**src/rtl/intr_pkg.sv**
```systemverilog
package intr_pkg;
  localparam int NUM_IN  = 16;
  localparam int NUM_OUT = 4;

  // Input membership of each request line; index = line number.
  localparam logic [NUM_OUT-1:0][NUM_IN-1:0] GROUP_SEL = {
    16'h6386,   // line 3
    16'h1C00,   // line 2
    16'h0050,   // line 1
    16'h0028    // line 0
  };

  // Live requests = pending and enabled; OR each group.
  function automatic logic [NUM_OUT-1:0] route_groups(
    input logic [NUM_IN-1:0] pend,
    input logic [NUM_IN-1:0] mask
  );
    logic [NUM_IN-1:0] live;
    live = pend & ~mask;
    for (int g = 0; g < NUM_OUT; g++) route_groups[g] = |(live & GROUP_SEL[g]);
  endfunction

  // Next flag value: kept bits survive a write, new events always win.
  function automatic logic [NUM_IN-1:0] next_flags(
    input logic [NUM_IN-1:0] cur,
    input logic              wr,
    input logic [NUM_IN-1:0] keep,
    input logic [NUM_IN-1:0] set_ev
  );
    next_flags = (wr ? (cur & keep) : cur) | set_ev;
  endfunction
endpackage

```
**src/rtl/intr_sync.sv**
```systemverilog
module intr_sync #(
  parameter int W      = 16,
  parameter int STAGES = 2
) (
  input  logic         clk,
  input  logic         rst_n,
  input  logic [W-1:0] din,
  output logic [W-1:0] dout
);
  logic [STAGES-1:0][W-1:0] pipe_q;

  always_ff @(posedge clk or negedge rst_n) begin
    if (!rst_n) begin
      pipe_q <= '1;                 // inactive level for active-low inputs
    end else begin
      pipe_q[0] <= din;
      for (int s = 1; s < STAGES; s++) pipe_q[s] <= pipe_q[s-1];
    end
  end

  assign dout = pipe_q[STAGES-1];
endmodule

```
**src/rtl/intr_detect.sv**
```systemverilog
module intr_detect #(
  parameter int W        = 16,
  parameter int EDGE_BIT = 15
) (
  input  logic         clk,
  input  logic         rst_n,
  input  logic [W-1:0] sync_n,
  output logic [W-1:0] set_ev
);
  logic edge_prev_q;
  logic edge_fall;

  always_ff @(posedge clk or negedge rst_n) begin
    if (!rst_n) edge_prev_q <= 1'b1;
    else        edge_prev_q <= sync_n[EDGE_BIT];
  end

  assign edge_fall = edge_prev_q & ~sync_n[EDGE_BIT];

  for (genvar i = 0; i < W; i++) begin : g_kind
    if (i == EDGE_BIT) begin : g_edge
      assign set_ev[i] = edge_fall;
    end else begin : g_level
      assign set_ev[i] = ~sync_n[i];
    end
  end

  AST_EDGE_SINGLE: assert property (@(posedge clk) disable iff (!rst_n)
    edge_fall |=> !edge_fall);
endmodule

```
**src/rtl/intr_regs.sv**
```systemverilog
module intr_regs
  import intr_pkg::*;
#(
  parameter logic [NUM_IN-1:0] MASK_RST = 16'h7FFE
) (
  input  logic              clk,
  input  logic              rst_n,
  input  logic              mask_wr,
  input  logic              flag_wr,
  input  logic [NUM_IN-1:0] wdata,
  input  logic [NUM_IN-1:0] set_ev,
  output logic [NUM_IN-1:0] mask_q,
  output logic [NUM_IN-1:0] flag_q
);
  always_ff @(posedge clk or negedge rst_n) begin
    if (!rst_n) begin
      mask_q <= MASK_RST;
      flag_q <= '0;
    end else begin
      if (mask_wr) mask_q <= wdata;
      flag_q <= next_flags(flag_q, flag_wr, wdata, set_ev);
    end
  end

  AST_MASK_HOLD: assert property (@(posedge clk) disable iff (!rst_n)
    !mask_wr |=> $stable(mask_q));
  AST_FLAG_NO_DROP: assert property (@(posedge clk) disable iff (!rst_n)
    !flag_wr |=> ((flag_q & $past(flag_q)) == $past(flag_q)));
  AST_SET_WINS: assert property (@(posedge clk) disable iff (!rst_n)
    (|set_ev) |=> ((flag_q & $past(set_ev)) == $past(set_ev)));
endmodule

```
**src/rtl/intr_router.sv**
```systemverilog
module intr_router
  import intr_pkg::*;
#(
  parameter int                ADDR_W      = 4,
  parameter int                SYNC_STAGES = 2,
  parameter logic [ADDR_W-1:0] MASK_OFS    = 4'h4,
  parameter logic [ADDR_W-1:0] FLAG_OFS    = 4'hC,
  parameter logic [15:0]       MASK_RST    = 16'h7FFE,
  parameter int                NMI_BIT     = 15
) (
  input  logic                clk,
  input  logic                rst_n,
  input  logic [ADDR_W-1:0]   bus_addr,
  input  logic                bus_wr,
  input  logic [15:0]         bus_wdata,
  output logic [15:0]         bus_rdata,
  input  logic [15:0]         irq_n,
  output logic [3:0]          irq_out,
  output logic                nmi_out
);
  localparam logic [NUM_IN-1:0] NMI_ONEHOT = NUM_IN'(1) << NMI_BIT;

  logic [NUM_IN-1:0] sync_n;
  logic [NUM_IN-1:0] set_ev;
  logic [NUM_IN-1:0] mask_q;
  logic [NUM_IN-1:0] flag_q;
  logic              mask_wr;
  logic              flag_wr;

  assign mask_wr = bus_wr && (bus_addr == MASK_OFS);
  assign flag_wr = bus_wr && (bus_addr == FLAG_OFS);

  intr_sync #(.W(NUM_IN), .STAGES(SYNC_STAGES)) u_sync (
    .clk(clk), .rst_n(rst_n), .din(irq_n), .dout(sync_n)
  );

  intr_detect #(.W(NUM_IN), .EDGE_BIT(NMI_BIT)) u_detect (
    .clk(clk), .rst_n(rst_n), .sync_n(sync_n), .set_ev(set_ev)
  );

  intr_regs #(.MASK_RST(MASK_RST)) u_regs (
    .clk(clk), .rst_n(rst_n), .mask_wr(mask_wr), .flag_wr(flag_wr),
    .wdata(bus_wdata), .set_ev(set_ev), .mask_q(mask_q), .flag_q(flag_q)
  );

  always_comb begin
    if (bus_addr == MASK_OFS)      bus_rdata = mask_q;
    else if (bus_addr == FLAG_OFS) bus_rdata = flag_q;
    else                           bus_rdata = '0;
  end

  assign irq_out = route_groups(flag_q, mask_q);
  assign nmi_out = flag_q[NMI_BIT];

  AST_OUT_NEEDS_LIVE: assert property (@(posedge clk) disable iff (!rst_n)
    (|irq_out) |-> (|(flag_q & ~mask_q & ~NMI_ONEHOT & ~NUM_IN'(1))));
  AST_NMI_HELD: assert property (@(posedge clk) disable iff (!rst_n)
    $fell(nmi_out) |-> $past(flag_wr));
endmodule

```
**config.mk**
```make
export PLATFORM = sky130hd
export DESIGN_NAME = intr_router
export DESIGN_NICKNAME = d
export VERILOG_FILES = /design/src/rtl/intr_pkg.sv /design/src/rtl/intr_sync.sv /design/src/rtl/intr_detect.sv /design/src/rtl/intr_regs.sv /design/src/rtl/intr_router.sv
export SDC_FILE = /design/constraint.sdc
export NUM_CORES = 1
export LEC_CHECK = 0
export ABC_AREA = 1
export BUFFER_PORTS_ARGS = -buffer_cell sky130_fd_sc_hd__buf_4
export CAP_MARGIN = 40
export CORE_AREA = 2 2 101 103
export CTS_CLUSTER_SIZE = 20
export DETAILED_ROUTE_END_ITERATION = 8
export DIE_AREA = 0 0 103 105
export GPL_ROUTABILITY_DRIVEN = 0
export HOLD_SLACK_MARGIN = 0.02
export PLACE_DENSITY = 0.58
export SLEW_MARGIN = 20
export SYNTH_ARGS = -nofsm -noshare
export SYNTH_HDL_FRONTEND = slang
export SYNTH_HIERARCHICAL = 1
export SYNTH_SLANG_ARGS = --single-unit
```
**constraint.sdc**
```tcl
create_clock -name clk -period 3 [get_ports clk]
set_clock_uncertainty 0.2 [all_clocks]
set_input_delay 0.3 -clock clk [delete_from_list [all_inputs] [get_ports clk]]
set_output_delay 0.3 -clock clk [all_outputs]
set_load 0.01 [all_outputs]
```
==> flow_summary_export.csv <==
group,metric,value,unit
run_status,status,"complete, no violations",
synthesis,synth_area_leaders,"dfstp_2 (43%), dfrtp_1 (16%), nand2_1 (9.3%)",
grt,grt_max_degree,66,
clock_tree,root_buffer,"clkbuf_8",
clock_tree,cts_made_buffers,9,
layout,drive_gt1_share,37.1,%
placed_design,dp_slack,0.897,ns
floorplanning,rows,36,
floorplanning,die_h,105,um
floorplanning,initial_utilization,29.6,%
sta,finalSetupViolCount,0,
critical_path,cp_max_fo,27,
grt,grt_pass1_vias,2014,
layout,ff_latch_area,1690,um2
drt,ant_nets,0,
synthesis,synth-edff-count,0,
clock_tree,numClockSinks,65,
clock_tree,cts_setup_buffers,0,
grt,grt.overflow.total,0,
sta,hold_viol,0,
critical_path,path_class,"in -> out",
layout,nets,425,
layout,multiInputGateArea,708,um2
grt,grt_pass1_wl,9410,um
critical_path,worstPathArrival,1.38,ns
sta,finalWorstPathRequiredPeriod,1.88,ns
synthesis,postSynthAreaPerCell,9.40,um2
drt,vias,2018,
floorplanning,pin_count,60,
sta,fmax,533,MHz
synthesis,netlist_instances,304,
clock_tree,cts_tree,"done",
synthesis,synth_top_area_cell,"dfstp_2",
power_and_ir_drop,totalPowerFinal,2.05,mW
floorplanning,die_w,103,um
synthesis,async_flop_share,100,%
layout,fin_util,39.6,%
worst_hold_path,hold_class,"reg -> reg",
clock_tree,clk_latency,0.33,ns
job,drv_cap,0,
synthesis,ys_seq_area_share,59.0,%
clock_tree,clkSlewWorstSetupHoldPaths,0.07,ns
placed_design,io_buffers,59,
clock_tree,htree_levels,3,
synthesis,netlist.area_leader.share,43.2,%
grt,globalRouteTotalUtil,11.4,%
drt,finalWirelength,5640,um
drt,dr.first_iter.drc_count,94,
critical_path,worstSetupStartpointType,"input port",
worst_hold_path,min_path_cells,0,
drt,avgRoutedWirePerCell,10.8,um
drt,post-route-drc-count,0,
synthesis,synthesis.nets,343,
synthesis,synth.ff_latch_count,65,
synthesis,synth_warnings,6,
sta,worst_slack,1.12,ns
power_and_ir_drop,p_leak,1.97,nW
synthesis,synth_area,2860,um2
power_and_ir_drop,powerDensity,536,nW/um2
critical_path,setup.worst_path.end_class,"primary output",
sta,fin_worst_hold_slack,0.152,ns
synthesis,synth_common_cells,"nand2_1 (71), inv_1 (65), dfstp_2 (47)",
critical_path,crit_required,2.50,ns
grt,antenna_found_initial,0,
sta,tightest_slew,0.790,ns
critical_path,reg2regPathDepth,2,
synthesis,ys.flop_type,"dfstp_2",
layout,antennaDiodeCount,0,
placed_design,dpl.hpwl,3670,um
synthesis,netlist-cell-type-count,20,
floorplanning,core,9640,um2
synthesis,synth_most_common_cell,"nand2_1",
power_and_ir_drop,ir_worst_vdd,221,uV
sta,slew_headroom,47.2,%
floorplanning,dieArea,10800,um2
sta,setup_tns,0,ns
layout,area_delta_synth_final,33.7,%
sta,final_max_slew_viol_count,0,
layout,fillers,1008,
clock_tree,cts_buffer_depth,2,
drt,dr.pass1.iters,4,
sta,rsz0062_at_grt,"no",
drt,viasPerCell,3.85,
sta,period_share,62.5,%
-- per-layer routing --
metal,vias to the layer above,GRT usage [%],part of all wire (%)
li1,1046,-,-
met4,0,4.51,0.89
met1,925,13.5,44
met2,42,19.1,51
met5,-,0,0
met3,5,3.34,4.5
-- power by group --
part	switching (mW)	internal (mW)
Clock	0.309	0.388
Combinational	0.149	0.149
Sequential	0.0476	1.01
-- area by class of cell --
cell class	count	area share, %
flip-flops and latches	65	44.1
clock buffers	14	4.78
repair buffers	97	21.6
inverters	65	6.39
clock inverters	2	0.262
multi-input cells	148	18.5
well taps	133	4.36
-- per-stage QoR --
step                      instance area, um2  std cells
after floorplan                         2860        304
after global placement                  3280        474
after detailed placement                3280        474
after CTS                               3800        523
after global routing                    3820        524
final                                   3820        524
-- worst max-delay path, stage by stage --
cell,delay [ns]
buf_4,0.12
nor2_4,0.11
buf_4,0.30
nand2_4,0.11
o21ai_0,0.24
buf_4,0.17
-- final timing paths --
check / startpoint / to / slack [ns]
worst max-delay path: bus_addr[1] / bus_rdata[7] / 1.12
worst min-delay path: u_sync/pipe_q[13] / u_sync/dout[13] / 0.15
worst max register to register: u_regs/mask_q[14] / u_regs/mask_q[14] / 1.96
worst min register to register: u_sync/pipe_q[13] / u_sync/dout[13] / 0.15
max in group asynchronous: rst_n / u_sync/pipe_q[4] / 1.78
min in group asynchronous: rst_n / u_regs/flag_q[13] / 0.23
-- sequential cells by signal (all words and copies together) (netlist names) --
| signal | cells |
|---|---|
| u_regs/flag_q | 16 |
| u_regs/mask_q | 16 |
| u_sync/pipe_q | 16 |
| u_sync/dout | 16 |
| u_detect/edge_prev_q | 1 |
-- repair_timing --
| item | CTS | global route |
|---|---|---|
| endpoints found under the hold margin | 50 | 0 |
| hold buffers | 33 | 0 |
| resized for setup | 0 | 0 |
-- cell families after synthesis --
group	synth area share (%)
AND/OR/NAND/NOR	18.3
buffers and inverters	16.4
flip-flops	59.0
AO/OA/AOI/OAI	6.26
-- layout by cell type, fill, tap and decap left out --
cell type,Yosys,routed
clkbuf_8,1,13
o211ai_1,1,1
nor2_2,2,1
nor2_4,2,3
buf_4,19,63
nand2_2,1,1
inv_1,65,65
nand3_1,26,26
dfstp_2,47,47
buf_12,0,1
clkinv_2,0,2
dfrtp_1,18,18
a21oi_2,13,13
o22ai_1,2,2
o21ai_0,6,6
a21oi_1,3,3
clkbuf_1,0,1
nor2_1,20,20
nand2_4,1,1
nand2_1,71,71
dlygate4sd3_1,0,33
No activity file was read; power rests on OpenSTA's default activity.
